$ cat src/rtl/eqs_pkg.sv
package eqs_pkg;
  typedef enum logic [2:0] {
    S_IDLE = 3'd0,
    S_PH0  = 3'd1,
    S_PH1  = 3'd2,
    S_PH2  = 3'd3,
    S_PH3  = 3'd4
  } eqs_state_t;
endpackage

$ cat src/rtl/eqs_phase_timer.sv
module eqs_phase_timer #(
  parameter int TIMEOUT_CYC = 1000,
  localparam int CW = $clog2(TIMEOUT_CYC + 1)
) (
  input  logic clk,
  input  logic rst_n,
  input  logic restart,
  input  logic run,
  output logic hit
);
  logic [CW-1:0] cnt_q;

  always_ff @(posedge clk) begin
    if (!rst_n)       cnt_q <= '0;
    else if (restart) cnt_q <= '0;
    else if (run)     cnt_q <= cnt_q + 1'b1;
  end

  assign hit = run && (cnt_q == CW'(TIMEOUT_CYC - 1));
endmodule

$ cat src/rtl/eqs_preset_walker.sv
module eqs_preset_walker #(
  parameter int NUM_PRESETS = 11,
  parameter int PW = 4,
  localparam int TW = $clog2(NUM_PRESETS)
) (
  input  logic          clk,
  input  logic          rst_n,
  input  logic          load,
  input  logic [PW-1:0] load_val,
  input  logic          step,
  output logic [PW-1:0] cand,
  output logic          last
);
  logic [TW-1:0] tries_q;

  always_ff @(posedge clk) begin
    if (!rst_n) begin
      cand    <= '0;
      tries_q <= '0;
    end else if (load) begin
      cand    <= load_val;
      tries_q <= '0;
    end else if (step) begin
      cand    <= (cand == PW'(NUM_PRESETS - 1)) ? '0 : cand + 1'b1;
      tries_q <= tries_q + 1'b1;
    end
  end

  assign last = (tries_q == TW'(NUM_PRESETS - 1));
endmodule

$ cat src/rtl/eq_phase_seq.sv
module eq_phase_seq
  import eqs_pkg::*;
#(
  parameter int NUM_PRESETS = 11,
  parameter int PW = 4,
  parameter int TIMEOUT_CYC = 1000
) (
  input  logic          clk,
  input  logic          rst_n,
  input  logic          start,
  input  logic          role_up,
  input  logic [PW-1:0] seed_preset,
  input  logic          rx_valid,
  input  logic          rx_kind,
  input  logic          rx_req,
  input  logic [PW-1:0] rx_preset,
  input  logic          q_coarse,
  input  logic          q_final,
  output logic          busy,
  output logic [1:0]    phase,
  output logic [PW-1:0] tx_preset,
  output logic          tx_req,
  output logic [PW-1:0] local_preset,
  output logic          done,
  output logic          fail
);
  eqs_state_t    st_q, st_d;
  logic          role_q, role_d;
  logic [PW-1:0] seed_q, seed_d, loc_q, loc_d, seed_ok, walk_val, cand;
  logic          done_d, fail_d, walk_load, walk_step, walk_last, tmo_hit;
  logic          rx_legal, seed_legal, tuner, tuned;

  assign rx_legal   = int'(rx_preset) < NUM_PRESETS;
  assign seed_legal = int'(seed_preset) < NUM_PRESETS;
  assign seed_ok    = seed_legal ? seed_preset : '0;

  assign tuner = (st_q == S_PH2 && !role_q) || (st_q == S_PH3 && role_q);
  assign tuned = (st_q == S_PH2 && role_q)  || (st_q == S_PH3 && !role_q);

  eqs_phase_timer #(.TIMEOUT_CYC(TIMEOUT_CYC)) u_timer (
    .clk     (clk),
    .rst_n   (rst_n),
    .restart (st_d != st_q),
    .run     (st_q != S_IDLE),
    .hit     (tmo_hit)
  );

  eqs_preset_walker #(.NUM_PRESETS(NUM_PRESETS), .PW(PW)) u_walker (
    .clk      (clk),
    .rst_n    (rst_n),
    .load     (walk_load),
    .load_val (walk_val),
    .step     (walk_step),
    .cand     (cand),
    .last     (walk_last)
  );

  always_comb begin
    st_d      = st_q;
    role_d    = role_q;
    seed_d    = seed_q;
    loc_d     = loc_q;
    done_d    = 1'b0;
    fail_d    = 1'b0;
    walk_load = 1'b0;
    walk_step = 1'b0;
    walk_val  = seed_q;
    unique case (st_q)
      S_IDLE: begin
        if (start) begin
          role_d    = role_up;
          seed_d    = seed_ok;
          walk_load = 1'b1;
          walk_val  = seed_ok;
          st_d      = role_up ? S_PH0 : S_PH1;
        end
      end
      S_PH0: begin
        if (rx_valid && rx_kind && rx_legal) begin
          loc_d = rx_preset;
          st_d  = S_PH1;
        end
      end
      S_PH1: begin
        if (rx_valid && q_coarse) st_d = S_PH2;
      end
      S_PH2, S_PH3: begin
        if (rx_valid) begin
          if (q_final) begin
            if (st_q == S_PH2) begin
              st_d      = S_PH3;
              walk_load = 1'b1;
            end else begin
              st_d   = S_IDLE;
              done_d = 1'b1;
            end
          end else if (tuner) begin
            if (walk_last) begin
              st_d   = S_IDLE;
              fail_d = 1'b1;
            end else begin
              walk_step = 1'b1;
            end
          end else if (tuned && rx_req && rx_legal) begin
            loc_d = rx_preset;
          end
        end
      end
      default: st_d = S_IDLE;
    endcase
    if (st_q != S_IDLE && st_d == st_q && tmo_hit) begin
      st_d   = S_IDLE;
      fail_d = 1'b1;
    end
  end

  always_ff @(posedge clk) begin
    if (!rst_n) begin
      st_q   <= S_IDLE;
      role_q <= 1'b0;
      seed_q <= '0;
      loc_q  <= '0;
      done   <= 1'b0;
      fail   <= 1'b0;
    end else begin
      st_q   <= st_d;
      role_q <= role_d;
      seed_q <= seed_d;
      loc_q  <= loc_d;
      done   <= done_d;
      fail   <= fail_d;
    end
  end

  always_comb begin
    unique case (st_q)
      S_PH0:   phase = 2'd0;
      S_PH1:   phase = 2'd1;
      S_PH2:   phase = 2'd2;
      S_PH3:   phase = 2'd3;
      default: phase = 2'd0;
    endcase
  end

  assign busy         = (st_q != S_IDLE);
  assign tx_req       = tuner;
  assign tx_preset    = (tuner || (st_q == S_PH1 && !role_q)) ? cand : loc_q;
  assign local_preset = loc_q;
endmodule

$ cat config.mk
export PLATFORM = sky130hd
export DESIGN_NAME = eq_phase_seq
export DESIGN_NICKNAME = d
export VERILOG_FILES = /design/src/rtl/eqs_pkg.sv /design/src/rtl/eqs_phase_timer.sv /design/src/rtl/eqs_preset_walker.sv /design/src/rtl/eq_phase_seq.sv
export SDC_FILE = /design/constraint.sdc
export NUM_CORES = 1
export LEC_CHECK = 0
export BUFFER_PORTS_ARGS = -buffer_cell sky130_fd_sc_hd__buf_2
export CAP_MARGIN = 20
export CORE_MARGIN = 2
export CORE_UTILIZATION = 50
export CTS_BUF_LIST = sky130_fd_sc_hd__clkbuf_16
export DETAILED_ROUTE_END_ITERATION = 12
export PLACE_DENSITY = 0.78
export SLEW_MARGIN = 20
export SYNTH_ARGS = -nofsm -noshare
export SYNTH_HDL_FRONTEND = slang
export SYNTH_SLANG_ARGS = --single-unit
$ cat constraint.sdc
create_clock -name clk -period 2.4 [get_ports clk]
set_input_delay 0.36 -clock clk [delete_from_list [all_inputs] [get_ports clk]]
set_output_delay 0.36 -clock clk [all_outputs]
set_load 0.02 [all_outputs]
==> results_dict.tcl <==
set metrics [dict create \
    status "finished clean" \
    synth_most_common_cell "nand2_1" \
    initial_core_util 0.511 \
    synthXorXnorAreaFrac 0.0666 \
    post-cts-setup-buffers 0 \
    critPathCapture "tx_preset[3]" \
    die-area_um2 4180 \
    ant_nets 0 \
    num_rows 22 \
    cts_max_level 2 \
    clock-root-buffer "clkbuf_16" \
    synth_common_cells "nand2_1, dfxtp_1, nor2_1" \
    syn-num-nets 251 \
    p_leak_uw 0.000873 \
    period_needed_ns 2.24 \
    synth.avg_cell_area_um2 7.97 \
    hold_buffers 0 \
    fillerInstances 332 \
    internal-power_uw 1010 \
    grt_use_met3 0.0365 \
    skew_ns 0.00607 \
    fin_crit_sh 0.932 \
    cp-startpoint "st_q[2]" \
    hp-class "in -> reg" \
    vdd_drop_max_mv 0.323 \
    yosysTopAreaCell "dfxtp_1" \
    r2r_cells 8 \
    multi_input_area_um2 1150 \
    yosysWarnings 0 \
    yosys.area_share.simple 0.326 \
    rr_endpoint "u_timer.cnt_q[1]" \
    p_per_area_nw_per_um2 635 \
    use_met1 0.304 \
    firstDrtPassIters 4 \
    async_flop_share 0 \
    maxCapViolCount 0 \
    ys_ff_latch 32 \
    drc 0 \
    post_drt_wl_per_cell_um 13.3 \
    yosysTopAreaCellShare 0.348 \
    p_switching_uw 369 \
    cp_data_arrival_time_ns 1.88 \
    clock_power_share 0.420 \
    drv_slew 0 \
    synth_cell_type_count 47 \
    path_clk_slew_ns 0.05 \
    grt_pass1_wl_mm 7.07 \
    cts.sinks 32 \
    via_per_inst 5.58 \
    synth_area_leaders "dfxtp_1, nand2_1, nor2_1, xor2_1, nand3_1" \
    worst_pin_slew_ns 0.516 \
    drtIter0Drc 165 \
    muxShareOfSynthArea 0.0299 \
    grt_pass1_vias 1546 \
    routed_wl_mm 4.16 \
    dp_hpwl_mm 3.11 \
    area_growth_pct 17.9 \
    r2r_setup_slack_ns 0.29 \
    ff_latch_area_um2 643 \
    diodes 0 \
    clk_latency_ns 0.27 \
    crit_fanout 15 \
    slew_headroom 0.656 \
    die_w_um 64.7 \
    synth-compound-area-share 0.180 \
    fmax_ghz 0.447 \
    tritoncts "built" \
    numCtsBuffers 5 \
    synth_area_um2 1840 \
    seq_area_frac_synth 0.348 \
    cts_buffer_depth 2 \
    antenna_found_initial 0 \
    die_h_um 64.7 \
    grt_overflow 0 \
    seqPwrFrac 0.426 \
    rr_startpoint "u_walker.tries_q[0]" \
    synth-edff-count 0 \
    core_um2 3610 \
    synth_fa_ha_area_frac 0.0204 \
    ios 31 \
    fin_setup_tns_ns 0 \
    setup_violations 0 \
    drive_gt1_frac 0.196 \
    critPathCaptureType "output port" \
    grt_max_degree 17 \
    grt.busiest_layer "met2" \
    startpoint_type "flip-flop" \
    numPortBuffers 30 \
    worst-setup-path-type "reg -> out" \
    synth-main-ff-cell "dfxtp_1" \
    place_area_um2 2030 \
    use_met2 0.327 \
    rsz0062_at_grt "false" \
    combPwrFrac 0.154 \
    cp.required_ns 2.04 \
    stdcell_area_um2 2170 \
    final_hold_viol_count 0 \
    swShare 0.268 \
    fin_nets 284 \
    track_usage 0.217 \
    vias 1746 \
    gp_congestion 0.862 \
    syn_inst 231 \
    synth_top_family_by_area "simple AND/OR/NAND/NOR gates" \
]
worst max-delay path, cell delays in order, from the launching register on:
cell	delay, ns
dfxtp_1	0.64
nand4bb_1	0.27
o31a_1	0.25
mux2_2	0.29
buf_2	0.16
cell families after synthesis:
group | Yosys count
simple gates | 119
compound gates | 47
flops | 32
xor+xnor | 14
buf+inv | 11
mux | 5
fa+ha+maj | 3
worst min-delay path by stage:
| stage | startpoint | end | slack [ns] | cells after the start |
|---|---|---|---|---|
| after CTS | rx_preset[0] | local_preset[0] | 0.33 | 3 |
| after floorplan | seed_q[2] | seed_q[2] | 0.44 | 2 |
| after detailed placement | local_preset[3] | local_preset[3] | 0.46 | 2 |
| after global routing | rx_preset[0] | local_preset[0] | 0.34 | 3 |
| final | rx_preset[0] | local_preset[0] | 0.33 | 3 |
| after global placement | local_preset[1] | local_preset[1] | 0.45 | 2 |
per-stage QoR:
stage / hold WS, ns / setup WS, ns / utilization / instances / total power, uW
after floorplan: 0.443 / 0.575 / - / 231 / 740
after global placement: 0.447 / 0.356 / 0.563 / 305 / 802
after detailed placement: 0.458 / 0.290 / 0.563 / 305 / 804
after CTS: 0.326 / 0.0203 / 0.601 / 313 / 1390
after global routing: 0.345 / 0.00360 / 0.602 / 313 / 1440
final: 0.331 / 0.162 / 0.602 / 313 / 1380
registers in the layout, indices dropped and copies added (netlist names):
register,flops
u_walker.cand,4
local_preset,4
u_walker.tries_q,4
u_timer.cnt_q,10
st_q,3
seed_q,4
role_q,1
fail,1
done,1
routing by layer:
| layer | part of all wire | wire length, um | up-vias |
|---|---|---|---|
| met5 | 0 | 0 | - |
| met1 | 0.49 | 2030 | 792 |
| li1 | - | - | 891 |
| met3 | 0.051 | 212 | 7 |
| met4 | 0.013 | 53 | 0 |
| met2 | 0.45 | 1860 | 56 |
cell type report:
cell class                 instances  share of cell area
multi-input combinational        188               0.529
sequential                        32               0.296
timing repair buffer              32              0.0761
clock buffer                       5              0.0576
tap                               48              0.0277
inverter                           5             0.00865
clock inverter                     3             0.00519
placed cells by master (no fill, tap or decap), drive strengths merged, types with 2 or more instances in the layout:
master / count
clkbuf: 5
and2: 6
mux2: 4
nor3: 7
nor4: 2
nand2: 37
nand4: 6
inv: 7
a31oi: 5
a21oi: 9
nand3b: 2
a221oi: 2
dfxtp: 32
or2: 2
o211ai: 2
nand4bb: 2
ha: 3
nand2b: 7
nand3: 13
o21a: 3
xor2: 9
buf: 32
a2111oi: 2
and4b: 3
o21ai: 14
and3: 3
a211oi: 3
nor2: 27
xnor2: 5
timing repair:
| action | 4_1_cts | 5_1_grt |
|---|---|---|
| setup endpoints to repair | 0 | 5 |
| gates resized for setup | 0 | 2 |
| endpoints found under the hold margin | 0 | 0 |
power groups by stage:
stage / logic, uW / clock network, uW / registers (uW)
5_1_grt: 235 / 612 / 591
6_report: 212 / 579 / 587
2_1_floorplan: 158 / 0 / 581
3_3_place_gp: 207 / 0 / 594
4_1_cts: 210 / 597 / 584
3_5_place_dp: 209 / 0 / 595
Power figures use the tool's default switching activity.
